===== src/rtl/intadc_pkg.sv =====
// Shared definitions for the integrating ADC sequencer.
// Assumes: switch vector bit order is fixed and decoded by the analog front end.
package intadc_pkg;
    typedef enum logic [2:0] {
        PH_ZERO  = 3'd0,
        PH_SIG   = 3'd1,
        PH_FAST  = 3'd2,
        PH_SET1  = 3'd3,
        PH_SLOW  = 3'd4,
        PH_SET2  = 3'd5,
        PH_OVR   = 3'd6,
        PH_SET3  = 3'd7
    } phase_e;

    localparam int SW_AZ   = 0;
    localparam int SW_SIG  = 1;
    localparam int SW_FAST = 2;
    localparam int SW_SLOW = 3;
    localparam int SW_OVR  = 4;
    localparam int SW_N    = 5;
endpackage


===== src/rtl/intadc_tick_div.sv =====
// Divides the oscillator clock into a one-clock tick enable every DIV clocks.
// Assumes: DIV >= 2; the counter restarts from zero on reset.
module intadc_tick_div #(
    parameter int DIV = 4
) (
    input  logic clk,
    input  logic rst_n,
    output logic tick
);
    localparam int CW = $clog2(DIV);

    logic [CW-1:0] cnt;

    // Free-running modulo-DIV counter.
    always_ff @(posedge clk) begin
        if (!rst_n)                    cnt <= '0;
        else if (cnt == CW'(DIV - 1))  cnt <= '0;
        else                           cnt <= cnt + 1'b1;
    end

    // Tick on the last count of each period.
    always_comb tick = (cnt == CW'(DIV - 1));
endmodule


===== src/rtl/intadc_sync2.sv =====
// Two-stage synchroniser for the asynchronous comparator level.
// Assumes: input changes are slow relative to the clock.
module intadc_sync2 (
    input  logic clk,
    input  logic rst_n,
    input  logic d_async,
    output logic q_sync
);
    logic meta;

    // Shift the level through two flops.
    always_ff @(posedge clk) begin
        if (!rst_n) begin
            meta   <= 1'b0;
            q_sync <= 1'b0;
        end else begin
            meta   <= d_async;
            q_sync <= meta;
        end
    end
endmodule


===== src/rtl/intadc_phase_ctl.sv =====
// Phase state machine: walks auto-zero, signal, coarse, fine and overrange
// slots with settle gaps, ending each de-integrate slot early on a comparator
// change while keeping every slot its full length.
// Assumes: tick is a one-clock enable; cmp_s is already synchronised.
module intadc_phase_ctl
    import intadc_pkg::*;
#(
    parameter int ZERO_LEN   = 246,
    parameter int SIG_LEN    = 256,
    parameter int FAST_LEN   = 512,
    parameter int SLOW_LEN   = 64,
    parameter int OVR_LEN    = 64,
    parameter int OVR_SLOTS  = 3,
    parameter int SETTLE_LEN = 2
) (
    input  logic              clk,
    input  logic              rst_n,
    input  logic              tick,
    input  logic              run,
    input  logic              cmp_s,
    output logic [SW_N-1:0]   sw,
    output logic              inc_fast,
    output logic              inc_slow,
    output logic              inc_ovr,
    output logic              ovr_go,
    output logic              conv_end
);
    localparam int M1      = (ZERO_LEN > SIG_LEN) ? ZERO_LEN : SIG_LEN;
    localparam int M2      = (M1 > FAST_LEN) ? M1 : FAST_LEN;
    localparam int M3      = (M2 > SLOW_LEN) ? M2 : SLOW_LEN;
    localparam int M4      = (M3 > OVR_LEN) ? M3 : OVR_LEN;
    localparam int MAX_LEN = (M4 > SETTLE_LEN) ? M4 : SETTLE_LEN;
    localparam int SLOT_W  = $clog2(MAX_LEN);
    localparam int IDX_W   = (OVR_SLOTS > 1) ? $clog2(OVR_SLOTS) : 1;

    phase_e             ph;
    logic [SLOT_W-1:0]  k;
    logic [SLOT_W-1:0]  len_m1;
    logic [IDX_W-1:0]   oidx;
    logic               act;
    logic               pol;
    logic               carry;
    logic               last;
    logic               hold;
    logic               nf;
    logic               last_ovr;

    // Last slot index of the current phase.
    always_comb begin
        unique case (ph)
            PH_ZERO: len_m1 = SLOT_W'(ZERO_LEN - 1);
            PH_SIG:  len_m1 = SLOT_W'(SIG_LEN - 1);
            PH_FAST: len_m1 = SLOT_W'(FAST_LEN - 1);
            PH_SLOW: len_m1 = SLOT_W'(SLOW_LEN - 1);
            PH_OVR:  len_m1 = SLOT_W'(OVR_LEN - 1);
            default: len_m1 = SLOT_W'(SETTLE_LEN - 1);
        endcase
    end

    // Slot end, run gating, and "still driving with no comparator change".
    always_comb begin
        last     = (k == len_m1);
        hold     = (ph == PH_ZERO) && !run;
        nf       = act && (cmp_s == pol);
        last_ovr = (oidx == IDX_W'(OVR_SLOTS - 1));
    end

    // Phase sequencing, slot counting and drive/polarity tracking.
    always_ff @(posedge clk) begin
        if (!rst_n) begin
            ph    <= PH_ZERO;
            k     <= '0;
            oidx  <= '0;
            act   <= 1'b0;
            pol   <= 1'b0;
            carry <= 1'b0;
        end else if (tick) begin
            if (hold) begin
                k <= '0;
            end else if (last) begin
                k <= '0;
                unique case (ph)
                    PH_ZERO: ph <= PH_SIG;
                    PH_SIG: begin
                        ph  <= PH_FAST;
                        act <= 1'b1;
                        pol <= cmp_s;
                    end
                    PH_FAST: begin
                        ph  <= PH_SET1;
                        act <= 1'b0;
                    end
                    PH_SET1: begin
                        ph  <= PH_SLOW;
                        act <= 1'b1;
                        pol <= cmp_s;
                    end
                    PH_SLOW, PH_OVR: begin
                        ph    <= (ph == PH_SLOW) ? PH_SET2 : PH_SET3;
                        carry <= nf;
                        act   <= 1'b0;
                    end
                    PH_SET2: begin
                        ph   <= PH_OVR;
                        oidx <= '0;
                        act  <= carry;
                        pol  <= cmp_s;
                    end
                    default: begin
                        if (last_ovr) begin
                            ph <= PH_ZERO;
                        end else begin
                            ph   <= PH_OVR;
                            oidx <= oidx + 1'b1;
                            act  <= carry;
                            pol  <= cmp_s;
                        end
                    end
                endcase
            end else begin
                k <= k + 1'b1;
                if (act && (cmp_s != pol)) act <= 1'b0;
            end
        end
    end

    // One-hot switch drive from phase and drive flag.
    always_comb begin
        sw          = '0;
        sw[SW_AZ]   = (ph == PH_ZERO);
        sw[SW_SIG]  = (ph == PH_SIG);
        sw[SW_FAST] = (ph == PH_FAST) && act;
        sw[SW_SLOW] = (ph == PH_SLOW) && act;
        sw[SW_OVR]  = (ph == PH_OVR)  && act;
    end

    // Count and boundary events for the result assembler.
    always_comb begin
        inc_fast = tick && (ph == PH_FAST) && nf && !last;
        inc_slow = tick && (ph == PH_SLOW) && nf && !last;
        inc_ovr  = tick && (ph == PH_OVR)  && nf;
        ovr_go   = tick && last && carry &&
                   ((ph == PH_SET2) || ((ph == PH_SET3) && !last_ovr));
        conv_end = tick && last && (ph == PH_SET3) && last_ovr;
    end
endmodule


===== src/rtl/intadc_result.sv =====
// Accumulates coarse, fine and overrange counts and publishes them with a
// one-clock done strobe at the end of each conversion.
// Assumes: SLOW_LEN is a power of two so packing equals coarse*SLOW_LEN+fine.
module intadc_result #(
    parameter int FAST_W = 9,
    parameter int SLOW_W = 6,
    parameter int OVR_W  = 8,
    parameter int USE_W  = 2
) (
    input  logic                     clk,
    input  logic                     rst_n,
    input  logic                     inc_fast,
    input  logic                     inc_slow,
    input  logic                     inc_ovr,
    input  logic                     ovr_go,
    input  logic                     conv_end,
    output logic [FAST_W+SLOW_W-1:0] result,
    output logic [USE_W-1:0]         ovr_used,
    output logic [OVR_W-1:0]         ovr_cnt,
    output logic                     done
);
    logic [FAST_W-1:0] fast_acc;
    logic [SLOW_W-1:0] slow_acc;
    logic [OVR_W-1:0]  ovr_acc;
    logic [USE_W-1:0]  use_acc;

    // Running counts, cleared as each conversion is published.
    always_ff @(posedge clk) begin
        if (!rst_n || conv_end) begin
            fast_acc <= '0;
            slow_acc <= '0;
            ovr_acc  <= '0;
            use_acc  <= '0;
        end else begin
            if (inc_fast) fast_acc <= fast_acc + 1'b1;
            if (inc_slow) slow_acc <= slow_acc + 1'b1;
            if (inc_ovr)  ovr_acc  <= ovr_acc + 1'b1;
            if (ovr_go)   use_acc  <= use_acc + 1'b1;
        end
    end

    // Published outputs and done strobe.
    always_ff @(posedge clk) begin
        if (!rst_n) begin
            result   <= '0;
            ovr_used <= '0;
            ovr_cnt  <= '0;
            done     <= 1'b0;
        end else begin
            done <= conv_end;
            if (conv_end) begin
                result   <= {fast_acc, slow_acc};
                ovr_used <= use_acc;
                ovr_cnt  <= ovr_acc;
            end
        end
    end
endmodule


===== src/rtl/intadc_seq.sv =====
// Top of the integrating ADC sequencer: tick divider, comparator
// synchroniser, phase state machine and result assembly.
// Assumes: analog switches, integrator and comparator sit outside this block.
module intadc_seq
    import intadc_pkg::*;
#(
    parameter int DIV        = 4,
    parameter int ZERO_LEN   = 246,
    parameter int SIG_LEN    = 256,
    parameter int FAST_LEN   = 512,
    parameter int SLOW_LEN   = 64,
    parameter int OVR_LEN    = 64,
    parameter int OVR_SLOTS  = 3,
    parameter int SETTLE_LEN = 2,
    localparam int FAST_W    = $clog2(FAST_LEN),
    localparam int SLOW_W    = $clog2(SLOW_LEN),
    localparam int RES_W     = FAST_W + SLOW_W,
    localparam int OVR_W     = $clog2(OVR_LEN * OVR_SLOTS + 1),
    localparam int USE_W     = $clog2(OVR_SLOTS + 1)
) (
    input  logic              clk,
    input  logic              rst_n,
    input  logic              run,
    input  logic              cmp_in,
    output logic [SW_N-1:0]   sw,
    output logic [RES_W-1:0]  result,
    output logic [USE_W-1:0]  ovr_used,
    output logic [OVR_W-1:0]  ovr_cnt,
    output logic              done
);
    logic tick;
    logic cmp_s;
    logic inc_fast, inc_slow, inc_ovr, ovr_go, conv_end;

    intadc_tick_div #(.DIV(DIV)) u_div (
        .clk  (clk),
        .rst_n(rst_n),
        .tick (tick)
    );

    intadc_sync2 u_sync (
        .clk    (clk),
        .rst_n  (rst_n),
        .d_async(cmp_in),
        .q_sync (cmp_s)
    );

    intadc_phase_ctl #(
        .ZERO_LEN  (ZERO_LEN),
        .SIG_LEN   (SIG_LEN),
        .FAST_LEN  (FAST_LEN),
        .SLOW_LEN  (SLOW_LEN),
        .OVR_LEN   (OVR_LEN),
        .OVR_SLOTS (OVR_SLOTS),
        .SETTLE_LEN(SETTLE_LEN)
    ) u_ctl (
        .clk     (clk),
        .rst_n   (rst_n),
        .tick    (tick),
        .run     (run),
        .cmp_s   (cmp_s),
        .sw      (sw),
        .inc_fast(inc_fast),
        .inc_slow(inc_slow),
        .inc_ovr (inc_ovr),
        .ovr_go  (ovr_go),
        .conv_end(conv_end)
    );

    intadc_result #(
        .FAST_W(FAST_W),
        .SLOW_W(SLOW_W),
        .OVR_W (OVR_W),
        .USE_W (USE_W)
    ) u_res (
        .clk     (clk),
        .rst_n   (rst_n),
        .inc_fast(inc_fast),
        .inc_slow(inc_slow),
        .inc_ovr (inc_ovr),
        .ovr_go  (ovr_go),
        .conv_end(conv_end),
        .result  (result),
        .ovr_used(ovr_used),
        .ovr_cnt (ovr_cnt),
        .done    (done)
    );
endmodule


===== config.mk =====
export PLATFORM = sky130hd
export DESIGN_NAME = intadc_seq
export DESIGN_NICKNAME = d
export VERILOG_FILES = /design/src/rtl/intadc_pkg.sv /design/src/rtl/intadc_tick_div.sv /design/src/rtl/intadc_sync2.sv /design/src/rtl/intadc_phase_ctl.sv /design/src/rtl/intadc_result.sv /design/src/rtl/intadc_seq.sv
export SDC_FILE = /design/constraint.sdc
export NUM_CORES = 1
export LEC_CHECK = 0
export ABC_AREA = 0
export BUFFER_PORTS_ARGS = -buffer_cell sky130_fd_sc_hd__buf_4
export CORE_MARGIN = 2
export CORE_UTILIZATION = 35
export CTS_BUF_LIST = sky130_fd_sc_hd__clkbuf_4 sky130_fd_sc_hd__clkbuf_8 sky130_fd_sc_hd__clkbuf_16
export DETAILED_ROUTE_END_ITERATION = 10
export PLACE_DENSITY = 0.61
export REMOVE_ABC_BUFFERS = 1
export SYNTH_ARGS = -nofsm -noshare
export SYNTH_HDL_FRONTEND = slang
export SYNTH_HIERARCHICAL = 1
export SYNTH_SLANG_ARGS = --single-unit

===== constraint.sdc =====
create_clock -name clk -period 2.7 [get_ports clk]
set_input_delay 0.27 -clock clk [delete_from_list [all_inputs] [get_ports clk]]
set_output_delay 0.27 -clock clk [all_outputs]
set_load 0.01 [all_outputs]

==> results.md, run 1 <==
* LEAKAGE at 1.45 nW
* Fmax at 398 MHz
* Crit path launch type: register
* DP HPWL at 5.05 mm
* P&R area growth vs syn at 20.3%
* Routed Antenna Nets at 0
* Drt via density at 5.01
* Worst Path Arrival at 2.81 ns
* Routability cong. at 1.00
* Sequential area share after synthesis at 42.9%
* Starting Density at 36.2%
* Overall Power at 1.94 mW
* DIE AREA at 10400 um^2
* Final slew viol count at 0
* Async set or reset register ratio after synthesis at 0%
* Routed via count at 2736
* Syn_area_per_cell at 9.08 um^2
* Clk root buf: clkbuf_8
* Boundary pin count at 35
* Netlist cell types at 45
* Layout cell share with drive strength beyond 1 at 19.9%
* TritonRoute pass-1 iters at 4
* Worst Tran Pin Value at 0.545 ns
* Total track usage at 14.7%
* Port Buffers at 34
* Peak supply drop at 0.229 mV
* Final hold violation count at 0
* GRT met3 Usage at 3.28%
* Hold WC Path Type: input pin to register
* #FFs+latches synth at 72
* # placed instances at 530
* Routed WL at 7.18 mm
* Skew final at 0.0112 ns
* Delay-heaviest family, CP: simple AND/OR/NAND/NOR gates
* Final period util at 93.1%
* Number of H-tree levels at 3
* Total gr overflow at 0
* Power density over the cells at 480 nW/um^2
* Die X at 102 um
* Core Area at 9280 um^2
* Pin count of the biggest net entering global routing at 49
* Initial antenna violation count at 0
* Number of synthesized flops with an enable pin at 0
* Final Core Density at 43.5%
* First-pass GRT wire length at 12.1 mm
* Synth Cell Area at 3360 um^2
* Worst path max stage delay at 0.54 ns
* Layout Nets at 422
* Gr busiest metal: met2
* Data required, critical path at 2.99 ns
* Residual DRC at 0
* CTS tree: yes
* CP Capture Type: register
* Rows at 35
* Post-synthesis cell count at 370
* Reg2Reg Setup Slack at 0.19 ns
* Post-DR wirelength/cell at 13.2 um
* Clock transition at path regs at 0.08 ns
* Ys Warns at 6
* Skew-Pair Late Insertion Delay at 0.35 ns
* TritonCTS buffer count at 9
* Largest fanout on the critical path at 8
* Critical path's slowest cell: or4_4
* Critical path type: register to register
* Clock Sinks at 72
* Min Clock Period, post-route at 2.51 ns
* Clk buf depth at 2
* Finished Layout Cells at 546
* Grt met2 use at 23.2%
* Critical Path, Cell by Cell: nor2b_1, a211o_1, o2111ai_1, nor2_1, nor3b_2, nand4_4, or4_4, a21oi_2
* Worst Path Buf+Inv at 0
* Final setup violation count at 0
* Max-Cap Viols at 0
* Outcome: finished, final reports clean
* Met1 Usage GRT at 19.3%
* Post-synth top flop: dfxtp_1
* Setup tns final at 0 ns
* Antenna diodes at 0
* Worst rel slew slack at 63.4%
* Number of global-route vias before repair at 2520
* Die height at 102 um
* Drt initial violations at 104
==> repair_timing <==
item / in CTS / in global routing
gates resized for setup: 1 / 5
setup endpoints to repair: 1 / 7
hold buffers: 0 / 0
setup buffers: 0 / 0
==> where the power goes <==
group          total, mW  internal, mW  switching [mW]
registers           1.07          1.07         0.00391
logic             0.0582        0.0227          0.0355
clock network      0.811         0.351           0.460
==> sequential cells by signal, summed over array words and instances, names as in the netlist, 2 cells and up <==
register	count
u_res/ovr_acc	8
u_ctl/oidx	2
u_ctl/k	9
u_ctl/ph	3
u_res/result	15
u_res/ovr_used	2
u_res/use_acc	2
u_div/cnt	2
u_res/ovr_cnt	8
u_res/slow_acc	6
u_res/fast_acc	9
==> through the flow <==
stage | worst slack (ns) | cell area (um^2) | hold slack (ns)
6_report | 0.187 | 4040 | 0.137
2_1_floorplan | -3.02 | 3290 | 0.392
5_1_grt | -0.00515 | 4040 | 0.134
3_3_place_gp | 0.0889 | 3830 | 0.420
4_1_cts | 0.135 | 4020 | 0.132
3_5_place_dp | -0.0127 | 3830 | 0.422
==> cells in the final DEF (no fill, tap or decap), types with 2 or more instances in the layout <==
master	synthesis	routed
dfxtp_1	72	70
buf_4	0	45
mux2i_1	37	36
nor2b_1	28	28
nor2_1	28	28
nand2_1	26	26
a21oi_1	16	16
and3_1	14	14
nor3_1	13	13
o21ai_0	13	13
nand4_1	11	11
nand3_1	11	11
xor2_1	10	10
clkbuf_8	0	9
inv_1	9	9
and2_1	9	9
or3_1	6	6
ha_1	6	6
xnor2_1	5	5
nand2b_1	4	4
inv_6	0	3
or3_4	3	3
or3_2	3	3
clkinvlp_4	0	2
o2111ai_1	2	2
nor3b_2	1	2
nor4_2	0	2
a31oi_1	2	2
nor4_1	4	2
a2111oi_0	2	2
dfxtp_2	0	2
buf_12	0	2
==> Yosys cell counts, drive strengths merged, types with 3 or more instances <==
library cell  count  area (um^2)
dfxtp            72         1440
ha                6         75.1
nand3            11         55.1
nand2b            4         25.0
nor4              4         25.0
nor2             28          105
a21oi            17         88.8
nor3b             3         27.5
nand4            12         90.1
nor3             13         65.1
clkbuf            6         22.5
and2              9         56.3
inv               9         33.8
buf              10         48.8
and3             14         87.6
nand2            26         97.6
mux2i            37          370
nor2b            28          175
o21ai            15         75.1
or3              12         93.8
a2111oi           3         32.5
xnor2             5         43.8
xor2             10         87.6
==> kinds of logic (layout without fill, tap and decap cells) <==
group	count (synthesis)	in the layout	synth area share [%]
AND/OR/NAND/NOR	170	170	28.4
XOR/XNOR	15	15	3.91
adder cells (fa/ha/maj)	6	6	2.24
flip-flops	72	72	42.9
buffers and inverters	25	72	3.13
AO/OA/AOI/OAI	44	44	8.05
multiplexers	38	38	11.4
==> path summary, 6_finish.rpt <==
kind               startpoint                end  cells past startpoint
setup / recovery  u_ctl/ph[2]  u_res/fast_acc[7]                      8
hold / removal         cmp_in        u_sync/meta                      2
setup reg to reg  u_ctl/ph[2]  u_res/fast_acc[7]                      8
hold reg to reg   u_sync/meta      u_sync/q_sync                      1
==> routing by layer <==
| layer | vias up | routed length, um |
|---|---|---|
| met5 | - | 0 |
| met2 | 57 | 3230 |
| met3 | 16 | 303 |
| met1 | 1261 | 3480 |
| met4 | 0 | 170 |
| li1 | 1402 | - |
==> layout make-up <==
| cell class | instances | area [um^2] |
|---|---|---|
| clock buffers | 9 | 124 |
| fillers | 976 | 5250 |
| repair buffers | 47 | 378 |
| flip-flops and latches | 72 | 1440 |
| well taps | 129 | 161 |
| multi-input cells | 273 | 1840 |
| inverters | 9 | 33.8 |
| clock inverters | 7 | 61.3 |
==> worst register-to-register path: cells and delay by family, from the launching register on <==
kind	cells	cell delay, ns
simple gates	5	1.36
flops	1	0.40
compound gates	3	0.69
No activity file was read; power rests on OpenSTA's default activity.
==> inputs of run 2 (changes only) <==
--- a/config.mk
+++ b/config.mk
@@ -7,7 +7,6 @@
 export LEC_CHECK = 0
 export ABC_AREA = 0
 export BUFFER_PORTS_ARGS = -buffer_cell sky130_fd_sc_hd__buf_4
-export CORE_MARGIN = 2
 export CORE_UTILIZATION = 35
 export CTS_BUF_LIST = sky130_fd_sc_hd__clkbuf_4 sky130_fd_sc_hd__clkbuf_8 sky130_fd_sc_hd__clkbuf_16
 export DETAILED_ROUTE_END_ITERATION = 10
==> run 2 against run 1 <==
- global-route usage rose by 0.72 points
- non-clock buffer count unchanged
- design area up 0.22%
- flip-flop and latch count is the same
- sequential power about the same
- register-to-register slack got worse by 0.03 ns
- clock skew is 0.0015 ns lower
- first-iteration DRC count grew 36%
- sequential share of layout area is 0.14 points lower
- utilization increased by 0.094 points
- hold slack better by 0.0080 ns
- power rose by 6.2%
- critical path type unchanged
- largest power group unchanged
==> results.md, run 2 (same netlist as run 1, synthesis figures left out) <==
* Outcome: finished, final reports clean
* CP Capture Type: register
* Number of H-tree levels at 3 (unchanged)
* LEAKAGE at 1.48 nW (+1.9%)
* Boundary pin count at 35 (unchanged)
* Clock transition at path regs at 0.08 ns (about the same)
* Crit path launch: u_ctl/k[3]
* Top Registers: u_res/result (15), u_ctl/k (9), u_res/fast_acc (9)
* Skew-Pair Late Insertion Delay at 0.34 ns (about the same)
* Crit path launch type: register
* Largest fanout on the critical path at 8 (unchanged)
* Critical path type: register to register
* Drt via density at 5.01 (unchanged)
* Clock power share at 45.3% (+3.5 points)
* Setup bufs post-CTS at 0 (unchanged)
* Antenna diodes at 0 (unchanged)
* # placed instances at 530 (unchanged)
* Internal at 1.62 mW (+12%)
* Residual DRC at 0 (unchanged)
* Hold WC Path Type: input pin to register
* Layout Nets at 422 (unchanged)
* Routed Antenna Nets at 0 (unchanged)
* Post-placement cell area at 3830 um^2 (unchanged)
* Total track usage at 15.4% (+0.72 points)
* Min Clock Period, post-route at 2.54 ns (+0.0294 ns)
* CTS tree: yes
* Layout cell share with drive strength beyond 1 at 18.5% (-1.4 points)
* Fmax at 393 MHz (-1.2%)
* Critical path's slowest cell: or4_4
* Die height at 100 um (-2.0%)
* First-pass GRT wire length at 12.3 mm (+1.3%)
* Hold depth at 2 (unchanged)
* Clk root buf: clkbuf_8
* P&R area growth vs syn at 20.5%
* RSZ-0062 raised after global routing: false
* Routed via count at 2736 (unchanged)
* Max FFs per register at 15 (unchanged)
* Worst rel slew slack at 64.7% (+1.3 points)
* Reg2Reg Depth at 9 (+1)
* Power density over the cells at 509 nW/um^2 (+6.0%)
* Drt initial violations at 141 (+36%)
* DIE AREA at 9990 um^2 (-3.9%)
* Final period util at 94.2% (+1.1 points)
* TritonCTS buffer count at 9 (unchanged)
* Final setup violation count at 0 (unchanged)
* Rows at 35 (unchanged)
* Commonest non-fill, non-tap cell in the layout: dfxtp_1
* Design area at 4050 um^2 (+0.22%)
* Most frequent cells in the layout: dfxtp_1, buf_4, mux2i_1
* Core Area at 9280 um^2 (unchanged)
* Clock Sinks at 72 (unchanged)
* PnR worst setup slack at 0.158 ns (-0.0294 ns)
* Share of power burned in registers at 52.0% (-3.2 points)
* Starting Density at 36.2% (unchanged)
* Port Buffers at 34 (unchanged)
* Finished Layout Cells at 546 (unchanged)
* P_sw at 0.444 mW (-11%)
* Largest Register: u_res/result
* Post-CTS Hold Fix Bufs at 0 (unchanged)
* Number of global-route vias before repair at 2583 (+2.5%)
* Worst Tran Pin Value at 0.526 ns (-0.0190 ns)
* Skew final at 0.00970 ns (-0.00153 ns)
* DP HPWL at 4.91 mm (-2.8%)
* Peak supply drop at 0.256 mV (+12%)
* CP Capture Point: u_res/fast_acc[7]
* Critical Path, Cell by Cell: inv_1, a211o_1, o2111ai_1, nor2_1, nor3b_1, buf_4, nand4_4, or4_4, a21oi_2
* Reg2Reg Setup Slack at 0.16 ns (-0.03 ns)
* Worst R2R Start: u_ctl/k[3]
* Place WS at 0.242 ns (+0.255 ns)
* TritonRoute pass-1 iters at 4 (unchanged)
* Final slew viol count at 0 (unchanged)
* Final hold violation count at 0 (unchanged)
* Initial antenna violation count at 0 (unchanged)
* Max-Cap Viols at 0 (unchanged)
* Combinational share of power at 2.7% (-0.3 points)
* Reg2reg end: u_res/fast_acc[7]
* Data required, critical path at 2.97 ns (-0.02 ns)
* Worst path max stage delay at 0.55 ns (about the same)
* Total gr overflow at 0 (unchanged)
* Routability cong. at 0.902 (-10%)
* Post-DR wirelength/cell at 13.1 um (-0.26%)
* Worst Path Arrival at 2.82 ns (about the same)
* Switching Share at 21.6% (-4.2 points)
* Post-CTS sizing at 0 (-1)
* Routed WL at 7.16 mm (-0.26%)
* Die X at 100 um (-2.0%)
* Clk buf depth at 2 (unchanged)
* Pin count of the biggest net entering global routing at 49 (unchanged)
* Overall Power at 2.06 mW (+6.2%)
run 2: changes by cell type in the layout (fill, tap and decap cells not counted), moves of 2 or more:
cell	previous run	this run
clkinv_2	0	3
inv_6	3	0
dfxtp_2	2	0
bufinv_16	0	2
clkinvlp_4	2	0
dfxtp_1	70	72
run 2: power by group through the flow:
stage,logic (mW),registers [mW],clock network (mW)
after floorplan,0.0303,1.09,0
after global routing,0.0626,1.07,1.00
after global placement,0.0559,1.10,0
final,0.0561,1.07,0.933
after detailed placement,0.0563,1.10,0
after CTS,0.0565,1.07,0.954
run 2: per-stage QoR:
stage | hold WS (ns) | util, % | setup TNS [ns]
floorplan | 0.392 | - | -142.22
global placement | 0.427 | 41.3 | 0
detailed placement | 0.422 | 41.3 | 0
CTS | 0.137 | 43.6 | 0
global route | 0.148 | 43.6 | 0
finish | 0.145 | 43.6 | 0
run 2: worst min path at each step:
| stage | start | slack (ns) | to |
|---|---|---|---|
| 2_1_floorplan | rst_n | 0.39 | u_sync/meta |
| 3_3_place_gp | u_div/cnt[0] | 0.43 | u_div/cnt[0] |
| 3_5_place_dp | u_sync/meta | 0.42 | u_sync/q_sync |
| 4_1_cts | cmp_in | 0.14 | u_sync/meta |
| 5_1_grt | cmp_in | 0.15 | u_sync/meta |
| 6_report | cmp_in | 0.15 | u_sync/meta |
run 2: metal layers:
metal / track usage [%] / routed length, um
met5: 0 / 0
met1: 20.2 / 3440
met2: 24.9 / 3260
met4: 6.00 / 69
met3: 3.34 / 386
run 2: worst max-delay path: cells and delay by family (launching register included):
kind                   cells  cell delay, ns
AND/OR/NAND/NOR            4            1.03
buffers and inverters      2            0.29
AO/OA/AOI/OAI              3            0.71
flip-flops                 1            0.44
run 2: cell type report:
type / count / area, um^2
clock buffers: 10 / 131
clock inverters: 6 / 83.8
fillers: 936 / 5240
inverters: 9 / 33.8
multi-input cells: 273 / 1820
flip-flops and latches: 72 / 1440
well taps: 129 / 161
repair buffers: 47 / 378
==> inputs of run 3 (changes only) <==
--- a/config.mk
+++ b/config.mk
@@ -12,6 +12,8 @@
 export DETAILED_ROUTE_END_ITERATION = 10
 export PLACE_DENSITY = 0.61
 export REMOVE_ABC_BUFFERS = 1
+export SETUP_SLACK_MARGIN = 0.2
+export SKIP_LAST_GASP = 1
 export SYNTH_ARGS = -nofsm -noshare
 export SYNTH_HDL_FRONTEND = slang
 export SYNTH_HIERARCHICAL = 1
==> run 3 against run 2 <==
- routed wire length is 2.2% higher
- clock power hardly changed
- via count is 2.1% higher
- first-iteration DRC count is 15% lower
- non-clock buffer count is 3 higher
- sequential power hardly changed
- sequential share of layout area is 0.46 points lower
- cell count is 0.55% higher
- register-to-register slack better by 0.13 ns
- combinational power is 2% higher
- power hardly changed
- critical endpoint unchanged
==> results.md, run 3 (same netlist as run 1, synthesis figures left out) <==
* Outcome: finished, final reports clean
* Worst rel slew slack at 66.5% (+1.8 points)
* Reg2reg end: u_res/fast_acc[7]
* Final hold violation count at 0 (unchanged)
* Residual DRC at 0 (unchanged)
* Starting Density at 36.2% (unchanged)
* DIE AREA at 9990 um^2 (unchanged)
* TritonRoute pass-1 iters at 5 (+1)
* DP HPWL at 4.91 mm (unchanged)
* Port Buffers at 34 (unchanged)
* Reg2Reg Depth at 9 (unchanged)
* CP Capture Type: register
* Data required, critical path at 2.97 ns (about the same)
* Min Clock Period, post-route at 2.41 ns (-0.130 ns)
* Fmax at 415 MHz (+5.4%)
* Skew-Pair Late Insertion Delay at 0.34 ns (about the same)
* Drt initial violations at 120 (-15%)
* Clk root buf: clkbuf_8
* Setup tns final at 0 ns (unchanged)
* Layout Nets at 425 (+0.71%)
* Top Registers: u_res/result (15), u_ctl/k (9), u_res/fast_acc (9)
* Final setup violation count at 0 (unchanged)
* Post-DR wirelength/cell at 13.3 um (+1.6%)
* Final period util at 89.4% (-4.8 points)
* Pin count of the biggest net entering global routing at 49 (unchanged)
* Largest Register: u_res/result
* CP Capture Point: u_res/fast_acc[7]
* Critical Path, Cell by Cell: nor2b_1, a211o_1, o2111ai_2, nor2_1, nor3b_2, buf_4, nand4_4, or4_4, a21oi_2
* Most frequent cells in the layout: dfxtp_1, buf_4, mux2i_1
* Boundary pin count at 35 (unchanged)
* Number of H-tree levels at 3 (unchanged)
* Worst Tran Pin Value at 0.501 ns (-0.0247 ns)
* Hold Worst Slack at 0.147 ns (+0.00127 ns)
* First-pass GRT wire length at 12.3 mm (unchanged)
* Routed Antenna Nets at 0 (unchanged)
* # fillers at 925 (-1.2%)
* TritonCTS buffer count at 9 (unchanged)
* Total gr overflow at 0 (unchanged)
* LEAKAGE at 1.49 nW (+0.91%)
* Routed via count at 2793 (+2.1%)
* Peak supply drop at 0.254 mV (-0.96%)
* Final slew viol count at 0 (unchanged)
* Critical path's slowest cell: or4_4
* Clock Sinks at 72 (unchanged)
* Post-CTS Hold Fix Bufs at 0 (unchanged)
* Largest fanout on the critical path at 8 (unchanged)
* RSZ-0062 raised after global routing: false
* Reg2Reg Setup Slack at 0.29 ns (+0.13 ns)
* Rows at 35 (unchanged)
* Drt via density at 5.09 (+1.5%)
* Max-Cap Viols at 0 (unchanged)
* Hold WC Path Type: input pin to register
* Clk buf depth at 2 (unchanged)
* Worst path max stage delay at 0.54 ns (about the same)
* Core Area at 9280 um^2 (unchanged)
* Initial antenna violation count at 0 (unchanged)
* CTS tree: yes
* Number of global-route vias before repair at 2583 (unchanged)
* Layout cell share with drive strength beyond 1 at 21.2% (+2.7 points)
* Crit path launch type: register
* Crit path launch: u_ctl/ph[2]
* Routed WL at 7.32 mm (+2.2%)
* Commonest non-fill, non-tap cell in the layout: dfxtp_1
* Total track usage at 15.4% (unchanged)
* Overall Power at 2.06 mW (about the same)
* Max FFs per register at 15 (unchanged)
* P&R area growth vs syn at 22.4%
* Die X at 100 um (unchanged)
* Critical path type: register to register
* Worst R2R Start: u_ctl/ph[2]
* Routability cong. at 0.902 (unchanged)
* Skew final at 0.0102 ns (+0.000536 ns)
* Final Core Density at 44.3% (+0.69 points)
* Die height at 100 um (unchanged)
* Antenna diodes at 0 (unchanged)
* Worst Path Arrival at 2.68 ns (-0.14 ns)
* Power density over the cells at 501 nW/um^2 (-1.6%)
* Clock transition at path regs at 0.08 ns (about the same)
[run 3: changes by cell type in the layout (fill, tap and decap cells not counted), moves of 2 or more]
cell,delta
o21ai_1,-2
dfxtp_2,+3
dfxtp_1,-3
buf_4,+3
o21ai_2,+2
[run 3: routing by layer]
layer  wire length, um  part of all wire [%]  track usage [%]
met1              3450                    47             20.2
met3               390                   5.3             3.34
met2              3390                    46             24.9
met5                 0                     0                0
met4                85                   1.2             6.00
[run 3: final cells by class]
class	count	area, um^2	area share (%)
multi-input combinational	273	1860	45.1
clock inverter	6	83.8	2.04
sequential	72	1450	35.1
timing repair buffer	50	400	9.74
clock buffer	10	131	3.20
tap	129	161	3.93
inverter	9	33.8	0.822
[run 3: report_power, final]
part / switching, mW / internal (mW) / total, mW
clock: 0.403 / 0.528 / 0.931
combinational: 0.0361 / 0.0209 / 0.0570
sequential: 0.00374 / 1.07 / 1.07
[run 3: worst max-delay path, delay by kind of cell (launching register included)]
family          cells  cell delay (ns)
compound gates      3             0.68
buf+inv             1             0.17
flops               1             0.36
simple gates        5             1.14
[run 3: timing repair]
item                       CTS  global route
setup buffers                0             3
resized for setup            1             9
setup endpoints to repair    1            36
pin swaps                    0             2
[run 3: how the worst min path moves through the flow]
stage,start,to,slack [ns],cells past startpoint
floorplan,rst_n,u_sync/meta,0.39,1
global placement,u_div/cnt[0],u_div/cnt[0],0.43,1
detailed placement,u_sync/meta,u_sync/q_sync,0.42,1
CTS,cmp_in,u_sync/meta,0.14,2
global route,cmp_in,u_sync/meta,0.15,2
finish,cmp_in,u_sync/meta,0.15,2
[run 3: metrics by stage]
stage               setup slack (ns)  instances  area [um^2]
global placement               0.250        530         3830
finish                         0.288        549         4110
detailed placement             0.242        530         3830
floorplan                      -3.02        354         3290
global route                   0.148        549         4110
CTS                            0.207        546         4050
